<file path="src/rtl/spi_master_pkg.sv">
package spi_master_pkg;
  typedef enum logic [1:0] {
    REG_DATA   = 2'd0,
    REG_STATUS = 2'd1,
    REG_DONE   = 2'd2
  } reg_addr_e;
endpackage

</file>
<file path="src/rtl/spi_sclk_div.sv">
module spi_sclk_div #(
  parameter int CLK_DIV = 4
) (
  input  logic clk_i,
  input  logic rst_ni,
  input  logic run_i,
  output logic tick_o
);
  localparam int HALF  = CLK_DIV / 2;
  localparam int CNT_W = (HALF > 1) ? $clog2(HALF) : 1;

  logic [CNT_W-1:0] cnt_q;

  assign tick_o = run_i && (cnt_q == CNT_W'(HALF - 1));

  always_ff @(posedge clk_i or negedge rst_ni) begin
    if (!rst_ni)     cnt_q <= '0;
    else if (!run_i) cnt_q <= '0;
    else if (tick_o) cnt_q <= '0;
    else             cnt_q <= cnt_q + CNT_W'(1);
  end
endmodule

</file>
<file path="src/rtl/spi_shift_engine.sv">
module spi_shift_engine #(
  parameter int DATA_W = 8
) (
  input  logic              clk_i,
  input  logic              rst_ni,
  input  logic              start_i,
  input  logic [DATA_W-1:0] load_i,
  input  logic              tick_i,
  input  logic              miso_i,
  output logic              busy_o,
  output logic              sclk_o,
  output logic              mosi_o,
  output logic [DATA_W-1:0] data_o,
  output logic              done_o
);
  localparam int BIT_W = (DATA_W > 1) ? $clog2(DATA_W) : 1;

  logic [DATA_W-1:0] sr_q;
  logic [BIT_W-1:0]  bit_q;
  logic              busy_q, sclk_q, miso_q;
  logic              last_bit;

  assign last_bit = (bit_q == BIT_W'(DATA_W - 1));
  assign done_o   = busy_q && tick_i && sclk_q && last_bit;
  assign busy_o   = busy_q;
  assign sclk_o   = sclk_q;
  assign mosi_o   = sr_q[DATA_W-1];
  assign data_o   = sr_q;

  always_ff @(posedge clk_i or negedge rst_ni) begin
    if (!rst_ni) begin
      sr_q   <= '0;
      bit_q  <= '0;
      busy_q <= 1'b0;
      sclk_q <= 1'b0;
      miso_q <= 1'b0;
    end else if (!busy_q) begin
      if (start_i) begin
        sr_q   <= load_i;
        bit_q  <= '0;
        busy_q <= 1'b1;
        sclk_q <= 1'b0;
      end
    end else if (tick_i) begin
      if (!sclk_q) begin
        // rising edge: capture
        sclk_q <= 1'b1;
        miso_q <= miso_i;
      end else begin
        // falling edge: shift, next bit appears on mosi
        sclk_q <= 1'b0;
        sr_q   <= {sr_q[DATA_W-2:0], miso_q};
        bit_q  <= bit_q + BIT_W'(1);
        if (last_bit) busy_q <= 1'b0;
      end
    end
  end
endmodule

</file>
<file path="src/rtl/spi_done_flag.sv">
module spi_done_flag (
  input  logic clk_i,
  input  logic rst_ni,
  input  logic set_i,
  input  logic clr_i,
  output logic flag_o
);
  always_ff @(posedge clk_i or negedge rst_ni) begin
    if (!rst_ni)    flag_o <= 1'b0;
    else if (set_i) flag_o <= 1'b1;  // set wins over clear
    else if (clr_i) flag_o <= 1'b0;
  end
endmodule

</file>
<file path="src/rtl/spi_byte_master.sv">
module spi_byte_master
  import spi_master_pkg::*;
#(
  parameter int DATA_W  = 8,
  parameter int CLK_DIV = 4
) (
  input  logic              clk_i,
  input  logic              rst_ni,
  input  logic              reg_we_i,
  input  logic [1:0]        reg_addr_i,
  input  logic [DATA_W-1:0] reg_wdata_i,
  input  logic [1:0]        rd_addr_i,
  output logic [DATA_W-1:0] rd_data_o,
  output logic              sclk_o,
  output logic              mosi_o,
  input  logic              miso_i,
  output logic              irq_o
);
  logic              busy_w, tick_w, done_w, flag_w;
  logic              start_w, clr_w;
  logic [DATA_W-1:0] data_w;

  assign start_w = reg_we_i && (reg_addr_i == REG_DATA);
  assign clr_w   = reg_we_i && (reg_addr_i == REG_DONE) && reg_wdata_i[0];

  spi_sclk_div #(.CLK_DIV(CLK_DIV)) u_div (
    .clk_i  (clk_i),
    .rst_ni (rst_ni),
    .run_i  (busy_w),
    .tick_o (tick_w)
  );

  spi_shift_engine #(.DATA_W(DATA_W)) u_eng (
    .clk_i   (clk_i),
    .rst_ni  (rst_ni),
    .start_i (start_w),
    .load_i  (reg_wdata_i),
    .tick_i  (tick_w),
    .miso_i  (miso_i),
    .busy_o  (busy_w),
    .sclk_o  (sclk_o),
    .mosi_o  (mosi_o),
    .data_o  (data_w),
    .done_o  (done_w)
  );

  spi_done_flag u_flag (
    .clk_i  (clk_i),
    .rst_ni (rst_ni),
    .set_i  (done_w),
    .clr_i  (clr_w),
    .flag_o (flag_w)
  );

  assign irq_o = flag_w;

  always_comb begin
    unique case (rd_addr_i)
      REG_DATA:   rd_data_o = data_w;
      REG_STATUS: rd_data_o = {{(DATA_W-1){1'b0}}, ~busy_w};
      REG_DONE:   rd_data_o = {{(DATA_W-1){1'b0}}, flag_w};
      default:    rd_data_o = '0;
    endcase
  end
endmodule

</file>
<file path="config.mk">
export PLATFORM = sky130hd
export DESIGN_NAME = spi_byte_master
export DESIGN_NICKNAME = d
export VERILOG_FILES = /design/src/rtl/spi_master_pkg.sv /design/src/rtl/spi_sclk_div.sv /design/src/rtl/spi_shift_engine.sv /design/src/rtl/spi_done_flag.sv /design/src/rtl/spi_byte_master.sv
export SDC_FILE = /design/constraint.sdc
export NUM_CORES = 1
export LEC_CHECK = 0
export ABC_CLOCK_PERIOD_IN_PS = 3700
export BUFFER_PORTS_ARGS = -buffer_cell sky130_fd_sc_hd__buf_2
export CAP_MARGIN = 20
export CORE_MARGIN = 4
export CORE_UTILIZATION = 50
export DETAILED_ROUTE_END_ITERATION = 12
export GPL_TIMING_DRIVEN = 0
export PLACE_DENSITY = 0.79
export SYNTH_ARGS = -nofsm -noshare
export SYNTH_HDL_FRONTEND = slang
export SYNTH_SLANG_ARGS = --single-unit
</file>
<file path="constraint.sdc">
create_clock -name clk_i -period 3.7 [get_ports clk_i]
set_clock_uncertainty 0.2 [all_clocks]
set_input_delay 0.185 -clock clk_i [delete_from_list [all_inputs] [get_ports clk_i]]
set_output_delay 0.185 -clock clk_i [all_outputs]
set_load 0.02 [all_outputs]
</file>
==> results.sh, run 1 <==
export IMPL_cts_resized=0
export IMPL_syn_to_final_growth_pct=22.52
export IMPL_wl_met1_um=762
export IMPL_first_global_vias=672
export IMPL_crit_type="flop to output port"
export IMPL_fin_setup_tns_ns=0
export IMPL_synth_nets=95
export IMPL_yosysUniqueCellTypes=21
export IMPL_post_cts_buffers=0
export IMPL_p_seq_share_pct=38.1
export IMPL_grt_max_degree=17
export IMPL_gp_congestion=0.7954
export IMPL_synth_area_um2=855.8
export IMPL_startpoint_type="flop"
export IMPL_grt_antenna_before_repair=0
export IMPL_antenna_cells=0
export IMPL_wl_met3_um=104
export IMPL_status="completed"
export IMPL_pwr_share_comb_pct=51.0
export IMPL_cts_tree="yes"
export IMPL_synthesis_instances=77
export IMPL_top_layer="met4"
export IMPL_routed_via_density=5.210
export IMPL_avgSynthCellArea_um2=11.11
export IMPL_htree_levels=1
export IMPL_tightestPinTransition_ns=0.3831
export IMPL_critPathRequiredTime_ns=3.31
export IMPL_nNetsFinal=128
export IMPL_wl_per_cell_um=13.65
export IMPL_max_freq_ghz=0.5300
export IMPL_min_path_type="primary input to flop"
export IMPL_worstPathMaxFanout=10
export IMPL_grt_overflow=0
export IMPL_fin_crit_sh_pct=51.00
export IMPL_die_height_um=49.37
export IMPL_ys_seq_elements=16
export IMPL_wl_met2_um=811
export IMPL_clockBufferDepth=2
export IMPL_setup_viol=0
export IMPL_cts_root_buf="clkbuf_4"
export IMPL_grt_use_total_pct=15.86
export IMPL_clkPwrFrac_pct=10.9
export IMPL_p_sw_w=0.0002927
export IMPL_cts_sinks=16
export IMPL_drc=0
export IMPL_start_util_pct=54.90
export IMPL_dp_hpwl_um=1255
export IMPL_max_cap_violations=0
export IMPL_drive_gt1_share_pct=47.22
export IMPL_cts_clk_slew_worst_paths_ns=0.08
export IMPL_max_slew_margin_rel_pct=74.36
export IMPL_synth_seq_area_share_pct=46.78
export IMPL_critical_path_endpoint_type="output port"
export IMPL_reg2reg_slack_ns=2.00
export IMPL_max_vdd_ir_drop_mv=0.3542
export IMPL_io_pins=27
export IMPL_critPathArrivalTime_ns=1.50
export IMPL_drt_pass1_iter_count=4
export IMPL_numCtsBuffers=3
export IMPL_finalCriticalPeriod_ns=1.887
export IMPL_fill_cells=116
export IMPL_p_leak_nw=0.5302
export IMPL_die_w_um=49.37
export IMPL_core_um2=1559
export IMPL_cts_hold_buf=2
export IMPL_portBuffers=26
export IMPL_powerDensity_nw_per_um2=762.3
export IMPL_grt_pass1_wl_um=2925
export IMPL_finalHoldViolations=0
export IMPL_first_iter_violations=3
export IMPL_slew_violations=0
export IMPL_fp_row_count=14
export IMPL_wirelength_um=1692
export IMPL_fin_ws_ns=1.813
export IMPL_route_vias_total=646
export IMPL_yosysWarnings=0
export IMPL_die_area_um2=2437
export IMPL_dp_worst_setup_slack_ns=2.003
export IMPL_rsz0062_at_grt="no"
export IMPL_p_int_w=0.0005065
export IMPL_ant_nets=0
export IMPL_clk_latency_ns=0.28
export IMPL_sw_frac_of_total_pct=36.63
==> kinds of logic (layout without fill, tap and decap cells) <==
family	Yosys count	in the layout	share of synthesized area, %
buffers and inverters	9	40	5.409
and+or+nand+nor	24	24	15.79
adders and majority gates	2	2	2.924
AOI/OAI and AO/OA	7	7	4.532
muxes	18	18	23.54
xor gates and xnor gates	1	1	1.024
DFF	16	16	46.78
==> Yosys cell counts, drive strengths merged <==
library cell / instances / area, um2
and2: 7 / 43.79
buf: 3 / 23.77
clkbuf: 2 / 7.510
dfrtp: 16 / 400.4
ha: 2 / 25.02
inv: 4 / 15.01
mux2: 17 / 191.4
mux2i: 1 / 10.01
nand2: 6 / 22.52
nand3: 1 / 5.000
nand3b: 1 / 7.510
nand4: 3 / 18.77
nand4b: 1 / 8.760
nor2: 3 / 11.26
o21ai: 7 / 38.79
or3: 1 / 6.260
or3b: 1 / 11.26
xor2: 1 / 8.760
==> critical path: stages (launching register included) <==
cell and delay (ns):
dfrtp_1 0.36, buf_2 0.19, buf_4 0.19, inv_1 0.09, mux2i_1 0.08, o21ai_0 0.13
buf_2 0.18
==> cell usage in the layout (no fill, tap or decap), types with 2 or more instances in the layout <==
| cell type | synthesis | layout |
|---|---|---|
| and2_1 | 7 | 7 |
| buf_2 | 1 | 27 |
| clkbuf_1 | 2 | 2 |
| clkbuf_4 | 0 | 3 |
| dfrtp_1 | 16 | 16 |
| dlygate4sd3_1 | 0 | 2 |
| ha_1 | 2 | 2 |
| inv_1 | 4 | 4 |
| mux2_2 | 17 | 17 |
| nand2_1 | 6 | 6 |
| nand4_1 | 3 | 3 |
| nor2_1 | 3 | 3 |
| o21ai_0 | 6 | 6 |
==> through the flow <==
stage | instance area (um2) | std cells | hold WS [ns] | utilization, % | power, W
6_report | 1049 | 124 | 0.02472 | 67.26 | 0.0007993
5_1_grt | 1049 | 124 | 0.004522 | 67.26 | 0.0008727
4_1_cts | 1049 | 124 | 0.007614 | 67.26 | 0.0008093
3_5_place_dp | 1006 | 119 | -0.08122 | 64.53 | 0.0007163
3_3_place_gp | 1006 | 119 | -0.08560 | 64.53 | 0.0007005
2_1_floorplan | 855.8 | 77 | -0.3106 | - | 0.0006178
==> area by class of cell <==
type,instances,area [um2],area share (%)
repair buffers,28,150.1,14.32
flip-flops and latches,16,400.4,38.19
multi-input cells,52,409.1,39.02
inverters,4,15.01,1.432
well taps,16,20.02,1.909
plain buffers,5,31.28,2.983
clock buffers,3,22.52,2.148
==> power groups by stage <==
| stage | sequential, W | clock (W) | combinational [W] |
|---|---|---|---|
| 2_1_floorplan | 0.000311 | 0 | 0.000306 |
| 3_3_place_gp | 0.000303 | 0 | 0.000398 |
| 3_5_place_dp | 0.000309 | 0 | 0.000407 |
| 4_1_cts | 0.000305 | 0.0000932 | 0.000411 |
| 5_1_grt | 0.000315 | 0.000104 | 0.000454 |
| 6_report | 0.000305 | 0.0000868 | 0.000408 |
==> sequential cells by signal, indices dropped and copies added, names as in the netlist <==
name	count
u_eng.data_o	8
u_eng.bit_q	3
u_div.cnt_q	1
u_eng.busy_o	1
u_eng.miso_q	1
u_eng.sclk_o	1
u_flag.flag_o	1
==> metal layers <==
layer  vias to the layer above  track usage [%]
met5                         -                0
met2                        19            26.12
met4                         0            8.295
met3                         2            4.281
met1                       298            18.74
li1                        327                -
==> path summary, 6_finish.rpt <==
| kind | from | to | cells after the start |
|---|---|---|---|
| worst max-delay path | u_eng.busy_o | rd_data_o[0] | 6 |
| worst min-delay path | reg_we_i | u_flag.flag_o | 4 |
| worst max register to register | u_eng.sclk_o | u_eng.data_o[5] | 5 |
| worst min register to register | u_flag.flag_o | u_flag.flag_o | 2 |
| max in group asynchronous | rst_ni | u_eng.bit_q[0] | 2 |
| min in group asynchronous | rst_ni | u_flag.flag_o | 2 |
No activity file was read; power rests on OpenSTA's default activity.
==> run 2: changes to the inputs <==
--- a/config.mk
+++ b/config.mk
@@ -5,14 +5,14 @@
 export SDC_FILE = /design/constraint.sdc
 export NUM_CORES = 1
 export LEC_CHECK = 0
-export ABC_CLOCK_PERIOD_IN_PS = 3700
+export ABC_CLOCK_PERIOD_IN_PS = 2000
 export BUFFER_PORTS_ARGS = -buffer_cell sky130_fd_sc_hd__buf_2
 export CAP_MARGIN = 20
 export CORE_MARGIN = 4
-export CORE_UTILIZATION = 50
+export CORE_UTILIZATION = 49
 export DETAILED_ROUTE_END_ITERATION = 12
 export GPL_TIMING_DRIVEN = 0
-export PLACE_DENSITY = 0.79
+export PLACE_DENSITY = 0.77
 export SYNTH_ARGS = -nofsm -noshare
 export SYNTH_HDL_FRONTEND = slang
 export SYNTH_SLANG_ARGS = --single-unit
==> constraint.sdc (replaced) <==
create_clock -name clk_i -period 2 [get_ports clk_i]
set_clock_uncertainty 0.2 [all_clocks]
set_input_delay 0.1 -clock clk_i [delete_from_list [all_inputs] [get_ports clk_i]]
set_output_delay 0.1 -clock clk_i [all_outputs]
set_load 0.02 [all_outputs]
==> run 2 against run 1 <==
Non-clock buffer count grew 12. Routed wire length grew 0.35%. Largest power group unchanged. Critical path type is now primary input to flop. First-iteration DRC count grew 33%. Register-to-register slack lost 1.7 ns. Power grew 94%. Highest routed layer unchanged. Global-route usage shrank 0.79 points. Sequential share of layout area shrank 4.3 points. Critical endpoint is now u_eng.data_o[3].
==> results.sh, run 2 (same netlist as run 1, synthesis figures left out) <==
export IMPL_route_vias_total=689
export IMPL_fin_hold_ws_ns=0.04095
export IMPL_clk_latency_ns=0.29
export IMPL_rsz0062_at_grt="no"
export IMPL_wl_per_cell_um=12.39
export IMPL_htree_levels=1
export IMPL_cts_resized=0
export IMPL_startpoint_type="primary input"
export IMPL_clockBufferDepth=2
export IMPL_dpl_cell_count=119
export IMPL_drc=0
export IMPL_met3_usage_pct=3.012
export IMPL_slew_violations=0
export IMPL_p_leak_nw=0.5829
export IMPL_critical_path_endpoint_type="flop"
export IMPL_setup_viol=0
export IMPL_fin_crit_sh_pct=91.90
export IMPL_drt_pass1_iter_count=4
export IMPL_cts_clk_slew_worst_paths_ns=0.09
export IMPL_cp_slowest_cell="dlygate4sd3_1"
export IMPL_path_cells="dlygate4sd3_1 -> buf_2 -> or3b_4 -> o21ai_2 -> buf_6 -> mux2_2"
export IMPL_io_pins=27
export IMPL_die_area_um2=2479
export IMPL_post_cts_buffers=0
export IMPL_gr_usage_met2_pct=24.67
export IMPL_grt_busiest_layer="met2"
export IMPL_status="completed"
export IMPL_r2r_start="u_eng.sclk_o"
export IMPL_portBuffers=26
export IMPL_cts_sinks=16
export IMPL_timing_rr_end="u_eng.data_o[3]"
export IMPL_grtUsageMet1_pct=18.98
export IMPL_postPlaceCellArea_um2=1006
export IMPL_syn_to_final_growth_pct=38.16
export IMPL_grt_pass1_wl_um=2849
export IMPL_fin_util_pct=75.00
export IMPL_max_vdd_ir_drop_mv=0.7886
export IMPL_fp_row_count=14
export IMPL_layout_common_cells="buf_2, mux2_2, dfrtp_1"
export IMPL_cts_tree="yes"
export IMPL_core_um2=1577
export IMPL_finalNonFillerCells=137
export IMPL_antenna_cells=0
export IMPL_min_path_type="primary input to asynchronous set/reset pin"
export IMPL_first_global_vias=671
export IMPL_r2r_cells=5
export IMPL_routed_via_density=5.029
export IMPL_cts_root_buf="clkbuf_4"
export IMPL_first_iter_violations=4
export IMPL_critPathArrivalTime_ns=1.82
export IMPL_drive_gt1_share_pct=42.98
export IMPL_cpPeakStageDelay_ns=0.53
export IMPL_numCtsBuffers=3
export IMPL_nNetsFinal=140
export IMPL_worstPathMaxFanout=10
export IMPL_start_util_pct=54.29
export IMPL_tightestPinTransition_ns=0.3744
export IMPL_grt_antenna_before_repair=0
export IMPL_die_height_um=49.79
export IMPL_powerDensity_nw_per_um2=1308
export IMPL_wirelength_um=1698
export IMPL_fin_setup_tns_ns=0
export IMPL_finalCriticalPeriod_ns=1.838
export IMPL_grt_max_degree=17
export IMPL_critPathRequiredTime_ns=1.98
export IMPL_max_freq_ghz=0.5441
export IMPL_max_slew_margin_rel_pct=74.94
export IMPL_largest_reg_flops=8
export IMPL_reg2reg_slack_ns=0.29
export IMPL_fill_cells=112
export IMPL_layout_commonest_cell="buf_2"
export IMPL_gp_congestion=0.7484
export IMPL_max_cap_violations=0
export IMPL_die_w_um=49.79
export IMPL_ant_nets=0
export IMPL_fin_area_um2=1182
export IMPL_finalHoldViolations=0
export IMPL_grt_overflow=0
export IMPL_grt_use_total_pct=15.08
export IMPL_crit_type="primary input to flop"
[run 2: cell types whose count changed in the layout (fill, tap and decap cells not counted), sizes merged]
cell / delta
dlygate4sd3: +12
clkbuf: +1
[run 2: report_power, final]
group / total, W / internal, W / switching [W]
Clock: 0.000213 / 0.000111 / 0.000102
Sequential: 0.000560 / 0.000478 / 0.0000820
Combinational: 0.000773 / 0.000404 / 0.000370
Total: 0.00155 / 0.000993 / 0.000554
[run 2: layout make-up]
class	count	area (um2)	share of cell area, %
multi-input cells	52	409.1	34.60
flip-flops and latches	16	400.4	33.86
repair buffers	40	270.3	22.86
clock buffers	4	36.28	3.069
plain buffers	5	31.28	2.646
well taps	16	20.02	1.693
inverters	4	15.01	1.270
[run 2: per-stage QoR]
step	setup WS, ns	total power (W)
6_report	0.1619	0.001547
5_1_grt	0.08254	0.001671
4_1_cts	0.1725	0.001561
3_5_place_dp	0.3191	0.001325
3_3_place_gp	0.3543	0.001292
2_1_floorplan	0.3195	0.001143
[run 2: worst max path at each step]
| stage | from | to | slack [ns] | cells after the start |
|---|---|---|---|---|
| 2_1_floorplan | u_eng.sclk_o | u_eng.data_o[0] | 0.32 | 5 |
| 3_3_place_gp | u_eng.sclk_o | u_eng.data_o[1] | 0.35 | 5 |
| 3_5_place_dp | u_eng.sclk_o | u_eng.data_o[3] | 0.32 | 5 |
| 4_1_cts | reg_addr_i[0] | u_eng.busy_o | 0.17 | 5 |
| 5_1_grt | u_eng.busy_o | rd_data_o[0] | 0.08 | 6 |
| 6_report | reg_addr_i[0] | u_eng.data_o[3] | 0.16 | 6 |
[run 2: worst max-delay path: cells and delay by family]
family	cells	cell delay, ns
mux	1	0.34
compound gates	1	0.17
simple gates	1	0.39
buf+inv	3	0.82
[run 2: routing by layer]
layer	vias to the layer above	part of all wire (%)
li1	353	-
met1	315	45
met2	19	48
met3	2	5.1
met4	0	1.3
met5	-	0
[run 2: repair_timing]
| item | in CTS | in global routing |
|---|---|---|
| endpoints found under the hold margin | 27 | 0 |
| setup endpoints to repair | 0 | 0 |
| hold buffers | 14 | 0 |
==> run 3: changes to the inputs <==
--- a/config.mk
+++ b/config.mk
@@ -13,6 +13,7 @@
 export DETAILED_ROUTE_END_ITERATION = 12
 export GPL_TIMING_DRIVEN = 0
 export PLACE_DENSITY = 0.77
+export REMOVE_ABC_BUFFERS = 1
 export SYNTH_ARGS = -nofsm -noshare
 export SYNTH_HDL_FRONTEND = slang
 export SYNTH_SLANG_ARGS = --single-unit
==> run 3 against run 2 <==
Sequential power rose by 17%. Critical path type unchanged. Hold slack improved by 0.0062 ns. Utilization decreased by 2.1 points. Die area did not move.
==> results.sh, run 3 (same netlist as run 1, synthesis figures left out) <==
export IMPL_route_vias_total=680
export IMPL_multi_input_area_um2=416.7
export IMPL_dp_worst_setup_slack_ns=0.03363
export IMPL_critical_path_top_delay_family="buffers and inverters"
export IMPL_tightestPinTransition_ns=0.3762
export IMPL_cts_sinks=16
export IMPL_die_w_um=49.79
export IMPL_min_path_type="primary input to asynchronous set/reset pin"
export IMPL_cts_root_buf="clkbuf_4"
export IMPL_first_iter_violations=6
export IMPL_crit_type="primary input to flop"
export IMPL_r2r_cells=3
export IMPL_fin_crit_sh_pct=94.76
export IMPL_antenna_cells=0
export IMPL_r2r_start="u_eng.busy_o"
export IMPL_grt_overflow=0
export IMPL_fin_ws_ns=0.1049
export IMPL_drive_gt1_share_pct=43.48
export IMPL_core_um2=1577
export IMPL_finalHoldViolations=0
export IMPL_grt_use_total_pct=15.98
export IMPL_cpPeakStageDelay_ns=0.54
export IMPL_max_vdd_ir_drop_mv=0.9719
export IMPL_wl_per_cell_um=13.93
export IMPL_cts_tree="yes"
export IMPL_max_freq_ghz=0.5277
export IMPL_grt_max_degree=20
export IMPL_max_slew_margin_rel_pct=74.92
export IMPL_clockBufferDepth=2
export IMPL_nNetsFinal=134
export IMPL_ant_nets=0
export IMPL_post_cts_buffers=0
export IMPL_timing_rr_end="u_eng.data_o[5]"
export IMPL_cts_clk_slew_worst_paths_ns=0.09
export IMPL_seq_area_um2=401.6
export IMPL_start_util_pct=54.29
export IMPL_finalCriticalPeriod_ns=1.895
export IMPL_drc=0
export IMPL_cp_slowest_cell="dlygate4sd3_1"
export IMPL_layout_commonest_cell="buf_2"
export IMPL_syn_to_final_growth_pct=34.36
export IMPL_routed_via_density=5.191
export IMPL_grt_pass1_wl_um=3015
export IMPL_setup_viol=0
export IMPL_startpoint_type="primary input"
export IMPL_p_leak_nw=0.5635
export IMPL_numCtsBuffers=3
export IMPL_clk_latency_ns=0.28
export IMPL_die_height_um=49.79
export IMPL_drt_pass1_iter_count=4
export IMPL_slew_violations=0
export IMPL_path_cells="dlygate4sd3_1 -> buf_2 -> or3b_4 -> o21ai_4 -> mux2_2"
export IMPL_fill_cells=116
export IMPL_max_cap_violations=0
export IMPL_grt_antenna_before_repair=0
export IMPL_fp_row_count=14
export IMPL_die_area_um2=2479
export IMPL_critPathArrivalTime_ns=1.86
export IMPL_io_pins=27
export IMPL_powerDensity_nw_per_um2=1308
export IMPL_critPathRequiredTime_ns=1.97
export IMPL_fin_setup_tns_ns=0
export IMPL_critical_path_endpoint_type="flop"
export IMPL_status="completed"
export IMPL_first_global_vias=690
export IMPL_dp_hpwl_um=1215
export IMPL_wirelength_um=1825
export IMPL_fin_util_pct=72.94
export IMPL_largest_reg_flops=8
export IMPL_rsz0062_at_grt="no"
export IMPL_timing_critical_path_buf_inv=2
export IMPL_gp_congestion=0.6887
export IMPL_layout_common_cells="buf_2, mux2_2, dfrtp_1"
export IMPL_worstPathMaxFanout=11
export IMPL_portBuffers=26
export IMPL_htree_levels=1
export IMPL_reg2reg_slack_ns=0.27
[run 3: cell types whose count changed in the layout (fill, tap and decap cells not counted), sizes merged]
cell	previous run	this run
clkbuf	6	4
dlygate4sd3	14	13
buf	29	26
[run 3: worst max path at each step]
stage | start | cells past startpoint | endpoint
floorplan | u_eng.busy_o | 3 | u_eng.data_o[0]
global placement | u_eng.busy_o | 3 | u_eng.data_o[4]
detailed placement | u_eng.busy_o | 3 | u_eng.data_o[5]
CTS | u_eng.busy_o | 3 | u_eng.data_o[5]
global route | reg_we_i | 5 | u_eng.data_o[5]
finish | reg_we_i | 5 | u_eng.data_o[5]
[run 3: stage by stage]
| stage | power, W | area [um2] | instances | hold WS, ns |
|---|---|---|---|---|
| floorplan | 0.001091 | 824.5 | 72 | -0.3956 |
| global placement | 0.001237 | 974.7 | 114 | -0.1724 |
| detailed placement | 0.001275 | 974.7 | 114 | -0.1732 |
| CTS | 0.001506 | 1141 | 131 | 0.03914 |
| global route | 0.001623 | 1150 | 131 | 0.07797 |
| finish | 0.001504 | 1150 | 131 | 0.04719 |
[run 3: cell type report]
class                      count  share of cell area, %
inverter                       4                  1.306
clock buffer                   4                  3.156
tap                           16                  1.741
timing repair buffer          39                  22.63
sequential                    16                  34.93
multi-input combinational     52                  36.24
[run 3: per-layer routing]
metal  GRT usage (%)  vias to the layer above  share of wire (%)
met3           5.723                        2                4.3
li1                -                      344                  -
met2           27.97                       19                 52
met5               0                        -                  0
met4           3.687                        0               0.49
met1           18.44                      315                 43
[run 3: timing repair]
item | 4_1_cts | 5_1_grt
resized for setup | 0 | 2
endpoints found under the hold margin | 27 | 0
hold buffers | 13 | 0
endpoints found under the setup margin | 0 | 9
[run 3: power by group]
group | internal (W) | switching [W]
Combinational | 0.000365 | 0.000276
Clock | 0.000111 | 0.0000977
Sequential | 0.000480 | 0.000175
Total | 0.000955 | 0.000548
